===== src/rtl/tpp_pkg.sv =====
package tpp_pkg;

    localparam int NUM_PH = 3;

    typedef enum logic [1:0] {
        CS_IDLE = 2'd0,
        CS_RISE = 2'd1,
        CS_FALL = 2'd2,
        CS_RAMP = 2'd3
    } carrier_st_e;

endpackage


===== src/rtl/tpp_carrier.sv =====
module tpp_carrier
    import tpp_pkg::*;
#(
    parameter int W = 16
) (
    input  logic         clk,
    input  logic         rst_n,
    input  logic         tick_i,
    input  logic         mode_tri_i,
    input  logic [W-1:0] period_i,
    output carrier_st_e  st_o,
    output logic [W-1:0] cnt_o,
    output logic [W-1:0] per_o,
    output logic         load_o,
    output logic         wrap_o
);

    carrier_st_e  st_q, st_d;
    logic [W-1:0] cnt_q, cnt_d;
    logic [W-1:0] per_q, per_d;
    logic         at_top, at_base;
    carrier_st_e  entry_st;

    assign at_top   = (cnt_q == per_q);
    assign at_base  = (cnt_q == '0);
    assign entry_st = mode_tri_i ? CS_RISE : CS_RAMP;

    // next-state and boundary decode
    always_comb begin
        st_d   = st_q;
        cnt_d  = cnt_q;
        per_d  = per_q;
        load_o = 1'b0;
        wrap_o = 1'b0;
        if (tick_i) begin
            unique case (st_q)
                CS_IDLE: begin
                    st_d   = entry_st;
                    cnt_d  = '0;
                    per_d  = period_i;
                    load_o = 1'b1;
                end
                CS_RISE: begin
                    if (at_top) st_d = CS_FALL;
                    else        cnt_d = cnt_q + 1'b1;
                end
                CS_FALL: begin
                    if (at_base) begin
                        st_d   = entry_st;
                        per_d  = period_i;
                        load_o = 1'b1;
                        wrap_o = 1'b1;
                    end else begin
                        cnt_d = cnt_q - 1'b1;
                    end
                end
                CS_RAMP: begin
                    if (at_top) begin
                        st_d   = entry_st;
                        cnt_d  = '0;
                        per_d  = period_i;
                        load_o = 1'b1;
                        wrap_o = 1'b1;
                    end else begin
                        cnt_d = cnt_q + 1'b1;
                    end
                end
                default: st_d = CS_IDLE;
            endcase
        end
    end

    // state register
    always_ff @(posedge clk) begin
        if (!rst_n) st_q <= CS_IDLE;
        else        st_q <= st_d;
    end

    // datapath registers
    always_ff @(posedge clk) begin
        if (!rst_n) begin
            cnt_q <= '0;
            per_q <= '0;
        end else begin
            cnt_q <= cnt_d;
            per_q <= per_d;
        end
    end

    // outputs
    always_comb begin
        st_o  = st_q;
        cnt_o = cnt_q;
        per_o = per_q;
    end

    p_cnt_bound_r1: assert property (@(posedge clk) disable iff (!rst_n)
        (st_q != CS_IDLE) |-> (cnt_q <= per_q));

    p_peak_turn_r1: assert property (@(posedge clk) disable iff (!rst_n)
        (tick_i && st_q == CS_RISE && cnt_q == per_q)
        |=> (st_q == CS_FALL && cnt_q == $past(per_q)));

    p_saw_wrap_r2: assert property (@(posedge clk) disable iff (!rst_n)
        (tick_i && st_q == CS_RAMP && cnt_q == per_q) |=> (cnt_q == '0));

    p_hold_no_tick_r3: assert property (@(posedge clk) disable iff (!rst_n)
        !tick_i |=> ($stable(cnt_q) && $stable(st_q)));

    p_period_latch_r12: assert property (@(posedge clk) disable iff (!rst_n)
        (!load_o && st_q != CS_IDLE) |=> $stable(per_q));

endmodule


===== src/rtl/tpp_phase.sv =====
module tpp_phase
    import tpp_pkg::*;
#(
    parameter int W = 16
) (
    input  logic         clk,
    input  logic         rst_n,
    input  logic         wr_pri_i,
    input  logic         wr_sec_i,
    input  logic [W-1:0] wdata_i,
    input  logic         dual_i,
    input  logic         force_i,
    input  logic         lvl_i,
    input  logic         load_i,
    input  carrier_st_e  st_i,
    input  logic [W-1:0] cnt_i,
    input  logic [W-1:0] per_i,
    output logic         pwm_o
);

    logic [W-1:0] stg_pri_q, stg_sec_q;
    logic [W-1:0] act_up_q, act_dn_q;
    logic         frc_q, lvl_q;
    logic [W:0]   sum_up, sum_dn, per_ext;

    // staging registers
    always_ff @(posedge clk) begin
        if (!rst_n) begin
            stg_pri_q <= '0;
            stg_sec_q <= '0;
        end else begin
            if (wr_pri_i) stg_pri_q <= wdata_i;
            if (wr_sec_i) stg_sec_q <= wdata_i;
        end
    end

    // working registers, loaded at carrier boundaries only
    always_ff @(posedge clk) begin
        if (!rst_n) begin
            act_up_q <= '0;
            act_dn_q <= '0;
            frc_q    <= 1'b0;
            lvl_q    <= 1'b0;
        end else if (load_i) begin
            act_up_q <= stg_pri_q;
            act_dn_q <= dual_i ? stg_sec_q : stg_pri_q;
            frc_q    <= force_i;
            lvl_q    <= lvl_i;
        end
    end

    assign sum_up  = {1'b0, cnt_i} + {1'b0, act_up_q};
    assign sum_dn  = {1'b0, cnt_i} + {1'b0, act_dn_q};
    assign per_ext = {1'b0, per_i};

    always_comb begin
        pwm_o = 1'b0;
        if (st_i != CS_IDLE && frc_q) begin
            pwm_o = lvl_q;
        end else begin
            unique case (st_i)
                CS_IDLE: pwm_o = 1'b0;
                CS_RISE: pwm_o = (sum_up > per_ext);
                CS_FALL: pwm_o = (sum_dn > per_ext);
                CS_RAMP: pwm_o = (cnt_i < act_up_q);
                default: pwm_o = 1'b0;
            endcase
        end
    end

    p_width_hold_r7: assert property (@(posedge clk) disable iff (!rst_n)
        !load_i |=> ($stable(act_up_q) && $stable(act_dn_q)));

    p_force_steady_r9: assert property (@(posedge clk) disable iff (!rst_n)
        (frc_q && st_i != CS_IDLE && !load_i) |=> $stable(pwm_o));

    p_zero_low_r8: assert property (@(posedge clk) disable iff (!rst_n)
        (!frc_q && act_up_q == '0 && (st_i == CS_RISE || st_i == CS_RAMP)) |-> !pwm_o);

endmodule


===== src/rtl/tpp_irq_div.sv =====
module tpp_irq_div #(
    parameter int DW = 4
) (
    input  logic          clk,
    input  logic          rst_n,
    input  logic          wr_i,
    input  logic [DW-1:0] div_i,
    input  logic          wrap_i,
    output logic          irq_o
);

    logic [DW-1:0] div_q, seen_q;
    logic [DW:0]   seen_nx, limit;

    assign limit   = (div_q == '0) ? {{DW{1'b0}}, 1'b1} : {1'b0, div_q};
    assign seen_nx = {1'b0, seen_q} + 1'b1;

    always_ff @(posedge clk) begin
        if (!rst_n) begin
            div_q  <= '0;
            seen_q <= '0;
            irq_o  <= 1'b0;
        end else if (wr_i) begin
            div_q  <= div_i;
            seen_q <= '0;
            irq_o  <= 1'b0;
        end else if (wrap_i) begin
            if (seen_nx >= limit) begin
                seen_q <= '0;
                irq_o  <= 1'b1;
            end else begin
                seen_q <= seen_nx[DW-1:0];
                irq_o  <= 1'b0;
            end
        end else begin
            irq_o <= 1'b0;
        end
    end

    p_irq_after_wrap_r10: assert property (@(posedge clk) disable iff (!rst_n)
        irq_o |-> $past(wrap_i));

    p_irq_quiet_on_write_r11: assert property (@(posedge clk) disable iff (!rst_n)
        wr_i |=> !irq_o);

endmodule


===== src/rtl/tri_phase_pwm.sv =====
module tri_phase_pwm
    import tpp_pkg::*;
#(
    parameter int WIDTH = 16,
    parameter int DIV_W = 4
) (
    input  logic             clk,
    input  logic             rst_n,
    input  logic             tick_en,
    input  logic             mode_tri,
    input  logic [WIDTH-1:0] period_m,
    input  logic             dual_en,
    input  logic [2:0]       force_en,
    input  logic [2:0]       force_lvl,
    input  logic             wid_we,
    input  logic [1:0]       wid_sel,
    input  logic             wid_alt,
    input  logic [WIDTH-1:0] wid_data,
    input  logic             div_we,
    input  logic [DIV_W-1:0] div_val,
    output logic             pwm_u,
    output logic             pwm_v,
    output logic             pwm_w,
    output logic             carrier_irq
);

    carrier_st_e        car_st;
    logic [WIDTH-1:0]   car_cnt, car_per;
    logic               car_load, car_wrap;
    logic [NUM_PH-1:0]  pwm_vec;

    tpp_carrier #(.W(WIDTH)) u_carrier (
        .clk        (clk),
        .rst_n      (rst_n),
        .tick_i     (tick_en),
        .mode_tri_i (mode_tri),
        .period_i   (period_m),
        .st_o       (car_st),
        .cnt_o      (car_cnt),
        .per_o      (car_per),
        .load_o     (car_load),
        .wrap_o     (car_wrap)
    );

    for (genvar g = 0; g < NUM_PH; g++) begin : g_phase
        logic hit;
        assign hit = wid_we && (wid_sel == 2'(g));
        tpp_phase #(.W(WIDTH)) u_phase (
            .clk      (clk),
            .rst_n    (rst_n),
            .wr_pri_i (hit && !wid_alt),
            .wr_sec_i (hit && wid_alt),
            .wdata_i  (wid_data),
            .dual_i   (dual_en),
            .force_i  (force_en[g]),
            .lvl_i    (force_lvl[g]),
            .load_i   (car_load),
            .st_i     (car_st),
            .cnt_i    (car_cnt),
            .per_i    (car_per),
            .pwm_o    (pwm_vec[g])
        );
    end

    tpp_irq_div #(.DW(DIV_W)) u_irq (
        .clk    (clk),
        .rst_n  (rst_n),
        .wr_i   (div_we),
        .div_i  (div_val),
        .wrap_i (car_wrap),
        .irq_o  (carrier_irq)
    );

    assign pwm_u = pwm_vec[0];
    assign pwm_v = pwm_vec[1];
    assign pwm_w = pwm_vec[2];

    p_idle_quiet_r3: assert property (@(posedge clk) disable iff (!rst_n)
        (car_st == CS_IDLE) |-> (pwm_vec == '0 && !carrier_irq));

endmodule


===== config.mk =====
export PLATFORM = sky130hd
export DESIGN_NAME = tri_phase_pwm
export DESIGN_NICKNAME = d
export VERILOG_FILES = /design/src/rtl/tpp_pkg.sv /design/src/rtl/tpp_carrier.sv /design/src/rtl/tpp_phase.sv /design/src/rtl/tpp_irq_div.sv /design/src/rtl/tri_phase_pwm.sv
export SDC_FILE = /design/constraint.sdc
export NUM_CORES = 1
export LEC_CHECK = 0
export BUFFER_PORTS_ARGS = -buffer_cell sky130_fd_sc_hd__buf_2
export CAP_MARGIN = 30
export CORE_MARGIN = 1
export CORE_UTILIZATION = 35
export CTS_BUF_LIST = sky130_fd_sc_hd__clkbuf_4
export DETAILED_ROUTE_END_ITERATION = 10
export PLACE_DENSITY = 0.49
export SETUP_SLACK_MARGIN = 0.05
export SLEW_MARGIN = 20
export SYNTH_ARGS = -nofsm -noshare
export SYNTH_HDL_FRONTEND = slang
export SYNTH_SLANG_ARGS = --single-unit

===== constraint.sdc =====
create_clock -name clk -period 11.9 [get_ports clk]
set_clock_uncertainty 0.2 [all_clocks]
set_input_delay 2.38 -clock clk [delete_from_list [all_inputs] [get_ports clk]]
set_output_delay 2.38 -clock clk [all_outputs]
set_load 0.03 [all_outputs]

==> impl_results.html <==
<table>
<tr><th>Metric</th><th>Value</th></tr>
<tr><th colspan="2">Status</th></tr>
<tr><td>Outcome</td><td>finished, final reports clean</td></tr>
<tr><th colspan="2">CTS</th></tr>
<tr><td>H-tree lvl count</td><td>3</td></tr>
<tr><td>Count of clock tree sinks</td><td>roughly 240</td></tr>
<tr><td>Hold buffer count at cts</td><td>0</td></tr>
<tr><td>Total setup buffers inserted after CTS</td><td>0</td></tr>
<tr><td>Maximum buffer depth of the clock tree</td><td>3</td></tr>
<tr><td>PostCTS Resize Cnt</td><td>0</td></tr>
<tr><td>TritonCTS clock tree</td><td>done</td></tr>
<tr><td>Root Buffer Master</td><td>clkbuf_4</td></tr>
<tr><td>Source-to-sink clock delay at the later pin of the worst-skew pair</td><td>0.80 ns</td></tr>
<tr><td>Total CTS buffers</td><td>73</td></tr>
<tr><td>Clock slew at the register clock pins of the worst setup and hold paths</td><td>0.06 ns</td></tr>
<tr><th colspan="2">Global routing</th></tr>
<tr><td>Via count of the first global-routing pass</td><td>15.03k</td></tr>
<tr><td>First-pass GRT wire length</td><td>~90000 um</td></tr>
<tr><td>Maximum number of pins on one net before global-route repair</td><td>84</td></tr>
<tr><td>Antenna violations before repair</td><td>2</td></tr>
<tr><td>Met2 track demand over resource</td><td>a little under two fifths</td></tr>
<tr><td>Total gr overflow</td><td>0</td></tr>
<tr><td>M1 GR Usage</td><td>32.73%</td></tr>
<tr><td>Busiest grt layer</td><td>met2</td></tr>
<tr><td>GR Util met3</td><td>3.292%</td></tr>
<tr><td>Global-route total usage across every layer</td><td>23.57%</td></tr>
<tr><th colspan="2">Synth</th></tr>
<tr><td>Number of instances in the synthesized netlist</td><td>about 2.2k</td></tr>
<tr><td>Netlist area before placement</td><td>about 0.017 mm^2</td></tr>
<tr><td>Average instance area after synthesis</td><td>7.796 um^2</td></tr>
<tr><td>Async set-or-reset flop fraction in the synthesized netlist</td><td>0%</td></tr>
<tr><td>Area fraction in compound gates after synthesis</td><td>20.52%</td></tr>
<tr><td>Part of the Yosys area used for sequential elements</td><td>27.84%</td></tr>
<tr><td>Synthesized-area fraction occupied by and/or/nand/nor cells</td><td>19.90%</td></tr>
<tr><td>Count of different cell masters after synthesis</td><td>83</td></tr>
<tr><td>Dominant register cell in the synthesized netlist</td><td>dfxtp_1</td></tr>
<tr><td>Synth Warn #</td><td>0</td></tr>
<tr><td>Area fraction of the dominant cell type after synthesis</td><td>between 20% and 30%</td></tr>
<tr><td>Cell accounting for the most synthesized area</td><td>dfxtp_1</td></tr>
<tr><td>Post-synth EDFFs</td><td>0</td></tr>
<tr><td>Top area cells in the synthesized netlist</td><td>dfxtp_1, ha_1, nand2_1, a21oi_1, xnor2_1</td></tr>
<tr><td>Cell with the most instances after synthesis</td><td>nand2_1</td></tr>
<tr><td>Multiplexer fraction of the synthesized cell area</td><td>3.003%</td></tr>
<tr><td>Flip-flop and latch count after synthesis</td><td>241</td></tr>
<tr><td>Top post-synthesis cells by count</td><td>nand2_1, a21oi_1, ha_1, dfxtp_1, nor2_1</td></tr>
<tr><td>Syn Nets</td><td>2529</td></tr>
<tr><td>Dominant combinational cell family by area after synthesis</td><td>compound AO/OA/AOI/OAI gates</td></tr>
<tr><td>Post-synthesis share of cell area spent on full adders, half adders and majority gates</td><td>18.60%</td></tr>
<tr><td>Xor/xnor cell area share of the yosys netlist</td><td>4.801%</td></tr>
<tr><th colspan="2">Setup path</th></tr>
<tr><td>CP endpoint</td><td>pwm_v</td></tr>
<tr><td>Total buffers and inverters traversed by the critical path</td><td>2</td></tr>
<tr><td>Class of the most critical setup path</td><td>reg2out</td></tr>
<tr><td>Critical path's top delay family</td><td>compound AO/OA/AOI/OAI gates</td></tr>
<tr><td>Cell depth of the worst setup path</td><td>20</td></tr>
<tr><td>Worst reg-to-reg setup slack</td><td>6.64 ns</td></tr>
<tr><td>Max Fanout on Critical Path</td><td>16</td></tr>
<tr><td>Reg-to-Reg Start</td><td>u_carrier.cnt_o[13]$_SDFFE_PN0P_</td></tr>
<tr><td>CP Launch Type</td><td>register</td></tr>
<tr><td>Highest cell delay on the worst timing path</td><td>0.80 ns</td></tr>
<tr><td>Ordered list of cells on the worst path</td><td>inv_1 -&gt; fa_1 -&gt; nor2b_1 -&gt; o21ai_0 -&gt; a21boi_0 -&gt; o41ai_1 -&gt; o2111ai_1 -&gt; a31o_2 -&gt; a21oi_1 -&gt; xnor2_1 -&gt; ha_1 -&gt; nand3_1 -&gt; nor2_1 -&gt; nand3_1 -&gt; o211ai_1 -&gt; a21oi_1 -&gt; nor4b_1 -&gt; o211a_1 -&gt; a221oi_1 -&gt; buf_2</td></tr>
<tr><td>Crit Reg-Reg Endpoint</td><td>g_phase[0].u_phase.act_up_q[10]$_SDFFE_PN0P_</td></tr>
<tr><td>Register-to-Register Path Depth</td><td>10</td></tr>
<tr><td>Launching element of the worst setup path</td><td>u_carrier.cnt_o[1]$_SDFFE_PN0P_</td></tr>
<tr><td>Data required time at the worst endpoint</td><td>9.32 ns</td></tr>
<tr><td>Worst path arrival time</td><td>6.05 ns</td></tr>
<tr><td>Kind of end point of the critical path</td><td>primary output</td></tr>
<tr><td>Standard cell with the maximum stage delay on the critical path</td><td>dfxtp_1</td></tr>
<tr><th colspan="2">Place</th></tr>
<tr><td>I/O Buffers</td><td>55</td></tr>
<tr><td>Instance area after placement</td><td>about 0.018 mm^2</td></tr>
<tr><td>Routability cong.</td><td>0.8882</td></tr>
<tr><td>Dpl hpwl</td><td>43060 um</td></tr>
<tr><th colspan="2">STA</th></tr>
<tr><td>Actual slew at the worst max-slew pin</td><td>approximately 0.95 ns</td></tr>
<tr><td>Time the final worst path needs with I/O delays and setup</td><td>~8.6 ns</td></tr>
<tr><td>Relative slew margins</td><td>36.19%</td></tr>
<tr><td>RSZ-0062 raised after global routing</td><td>false</td></tr>
<tr><td>Pins Over Slew Limit</td><td>0</td></tr>
<tr><td>Final hold violation count</td><td>0</td></tr>
<tr><td>Final setup vio count</td><td>0</td></tr>
<tr><td>Highest achievable clock rate</td><td>115.9 MHz</td></tr>
<tr><td>Final Cycle Share</td><td>72.49%</td></tr>
<tr><td>Sum of negative setup slack</td><td>0 ns</td></tr>
<tr><th colspan="2">Route</th></tr>
<tr><td>Drt drc</td><td>0</td></tr>
<tr><td>Number of DRC markers in iteration 0</td><td>just over 1k</td></tr>
<tr><td>WL final</td><td>59250 um</td></tr>
<tr><td>Pre-antenna DRT Iters</td><td>5</td></tr>
<tr><td>Total via count after detailed routing</td><td>~16k</td></tr>
<tr><td>Average detailed-routed wire length per instance</td><td>19.70 um</td></tr>
<tr><td>Vias per cell</td><td>~5.3</td></tr>
<tr><td>Count of nets left with antenna violations after detail routing</td><td>0</td></tr>
<tr><th colspan="2">Floorplan</th></tr>
<tr><td>FP Rows</td><td>81</td></tr>
<tr><td>Effective utilization at floorplan</td><td>35.48%</td></tr>
<tr><td>Die width</td><td>224.5 um</td></tr>
<tr><td>Core Area</td><td>approximately 0.049 mm^2</td></tr>
<tr><td>Number of top-level design ports</td><td>56</td></tr>
<tr><td>Die Outline Area</td><td>0.05041 mm^2</td></tr>
<tr><td>Die Height</td><td>224.5 um</td></tr>
<tr><th colspan="2">Layout</th></tr>
<tr><td>Share of post-route cells with drive strength above 1</td><td>9.987%</td></tr>
<tr><td>Fin area</td><td>a little under 0.02 mm^2</td></tr>
<tr><td>Area growth from synthesis to layout</td><td>11.13%</td></tr>
<tr><td># nets final</td><td>2596</td></tr>
<tr><th colspan="2">Power and ir drop</th></tr>
<tr><td>Maximum resistive drop on vdd</td><td>0.05301 mV</td></tr>
<tr><td>Relative contribution of combinational cells to total power</td><td>29.3%</td></tr>
<tr><td>Net Switching</td><td>879.3 uW</td></tr>
<tr><td>Cell-internal power</td><td>between 1500 and 2000 uW</td></tr>
<tr><td>Switching part of the total</td><td>around a third</td></tr>
<tr><td>Leak pwr</td><td>0.008073 uW</td></tr>
<tr><td>PwrDens</td><td>around 130 mW/mm^2</td></tr>
<tr><td>Clock network power share</td><td>34.8%</td></tr>
<tr><td>Sequential power share</td><td>36.0%</td></tr>
<tr><th colspan="2">Run</th></tr>
<tr><td>Max-cap violations</td><td>0</td></tr>
<tr><th colspan="2">Hold path</th></tr>
<tr><td>Worst hold path cell count</td><td>2</td></tr>
<tr><td>Hold crit path type</td><td>reg2reg</td></tr>
</table>
## stage by stage
stage	utilization [%]	hold WS, ns	total power (uW)	std cells	worst slack, ns
final	39.42	0.2531	2496	3008	3.274
after global routing	39.42	0.2741	2658	3008	2.810
after CTS	39.41	0.2474	2528	3006	3.198
after detailed placement	37.40	0.2478	1641	2878	4.086
after global placement	37.40	0.2430	1631	2878	4.207
after floorplan	-	0.2360	1421	2223	4.785
## power groups by stage
stage	clock, uW	sequential (uW)	combinational (uW)
2_1_floorplan	0	895	525
3_3_place_gp	0	913	717
3_5_place_dp	0	915	726
4_1_cts	902	897	729
5_1_grt	944	902	812
6_report	868	897	731
## per-layer routing
| layer | vias up | share of wire [%] | wire [um] |
|---|---|---|---|
| met3 | 88 | 4.5 | 2690 |
| met5 | - | 0.017 | 10 |
| li1 | 7996 | - | - |
| met2 | 395 | 44 | 25960 |
| met1 | 7493 | 49 | 28890 |
| met4 | 2 | 2.9 | 1699 |
## final cells by class
type	count	area, um^2
fill	5260	29590
multi-input combinational	1752	11600
sequential	241	4825
clock buffer	111	833.3
tap	664	830.8
inverter	137	519.2
timing repair buffer	85	496.7
clock inverter	17	150.1
antenna	1	2.502
## state kept, by name, summed over array words and instances, names as in the netlist, 3 cells and up
| name | cells |
|---|---|
| g_phase.u_phase.stg_sec_q | 48 |
| g_phase.u_phase.act_dn_q | 48 |
| u_irq.div_q | 4 |
| g_phase.u_phase.lvl_q | 3 |
| u_carrier.cnt_o | 16 |
| u_carrier.per_o | 16 |
| g_phase.u_phase.frc_q | 3 |
| g_phase.u_phase.stg_pri_q | 48 |
| u_irq.seen_q | 4 |
| g_phase.u_phase.act_up_q | 48 |
## cell families (layout without fill, tap and decap cells)
family,after synthesis,after routing
flops,241,241
fa+ha+maj,254,254
other cells,0,1
buf+inv,230,350
simple gates,777,777
mux,52,52
xor+xnor,95,95
compound gates,574,574
## tightest hold or removal path, stage by stage, from the launching register on
cell     delay, ns
dfxtp_1       0.32
nand2_1       0.06
a21oi_1       0.05
## cells in the final DEF, fill, tap and decap left out, types with 44 or more instances in the layout
master / n
nor2_1: 153
mux2i_1: 52
xnor2_1: 74
clkbuf_4: 111
a211oi_1: 59
a21oi_1: 281
o21ai_0: 58
nor3_1: 44
ha_1: 248
inv_1: 136
nand2_1: 398
dfxtp_1: 241
buf_2: 55
## worst min-delay path by stage
stage,startpoint,to,slack [ns]
after floorplan,g_phase[0].u_phase.stg_sec_q[0]$_SDFFE_PN0P_,g_phase[0].u_phase.stg_sec_q[0]$_SDFFE_PN0P_,0.24
after global placement,g_phase[0].u_phase.stg_sec_q[4]$_SDFFE_PN0P_,g_phase[0].u_phase.stg_sec_q[4]$_SDFFE_PN0P_,0.24
after detailed placement,g_phase[2].u_phase.stg_sec_q[8]$_SDFFE_PN0P_,g_phase[2].u_phase.stg_sec_q[8]$_SDFFE_PN0P_,0.25
after CTS,g_phase[1].u_phase.stg_pri_q[9]$_SDFFE_PN0P_,g_phase[1].u_phase.act_up_q[9]$_SDFFE_PN0P_,0.25
after global routing,g_phase[2].u_phase.stg_sec_q[8]$_SDFFE_PN0P_,g_phase[2].u_phase.stg_sec_q[8]$_SDFFE_PN0P_,0.27
final,g_phase[1].u_phase.stg_pri_q[9]$_SDFFE_PN0P_,g_phase[1].u_phase.act_up_q[9]$_SDFFE_PN0P_,0.25
Note: power is estimated with default switching activity, not from simulation.
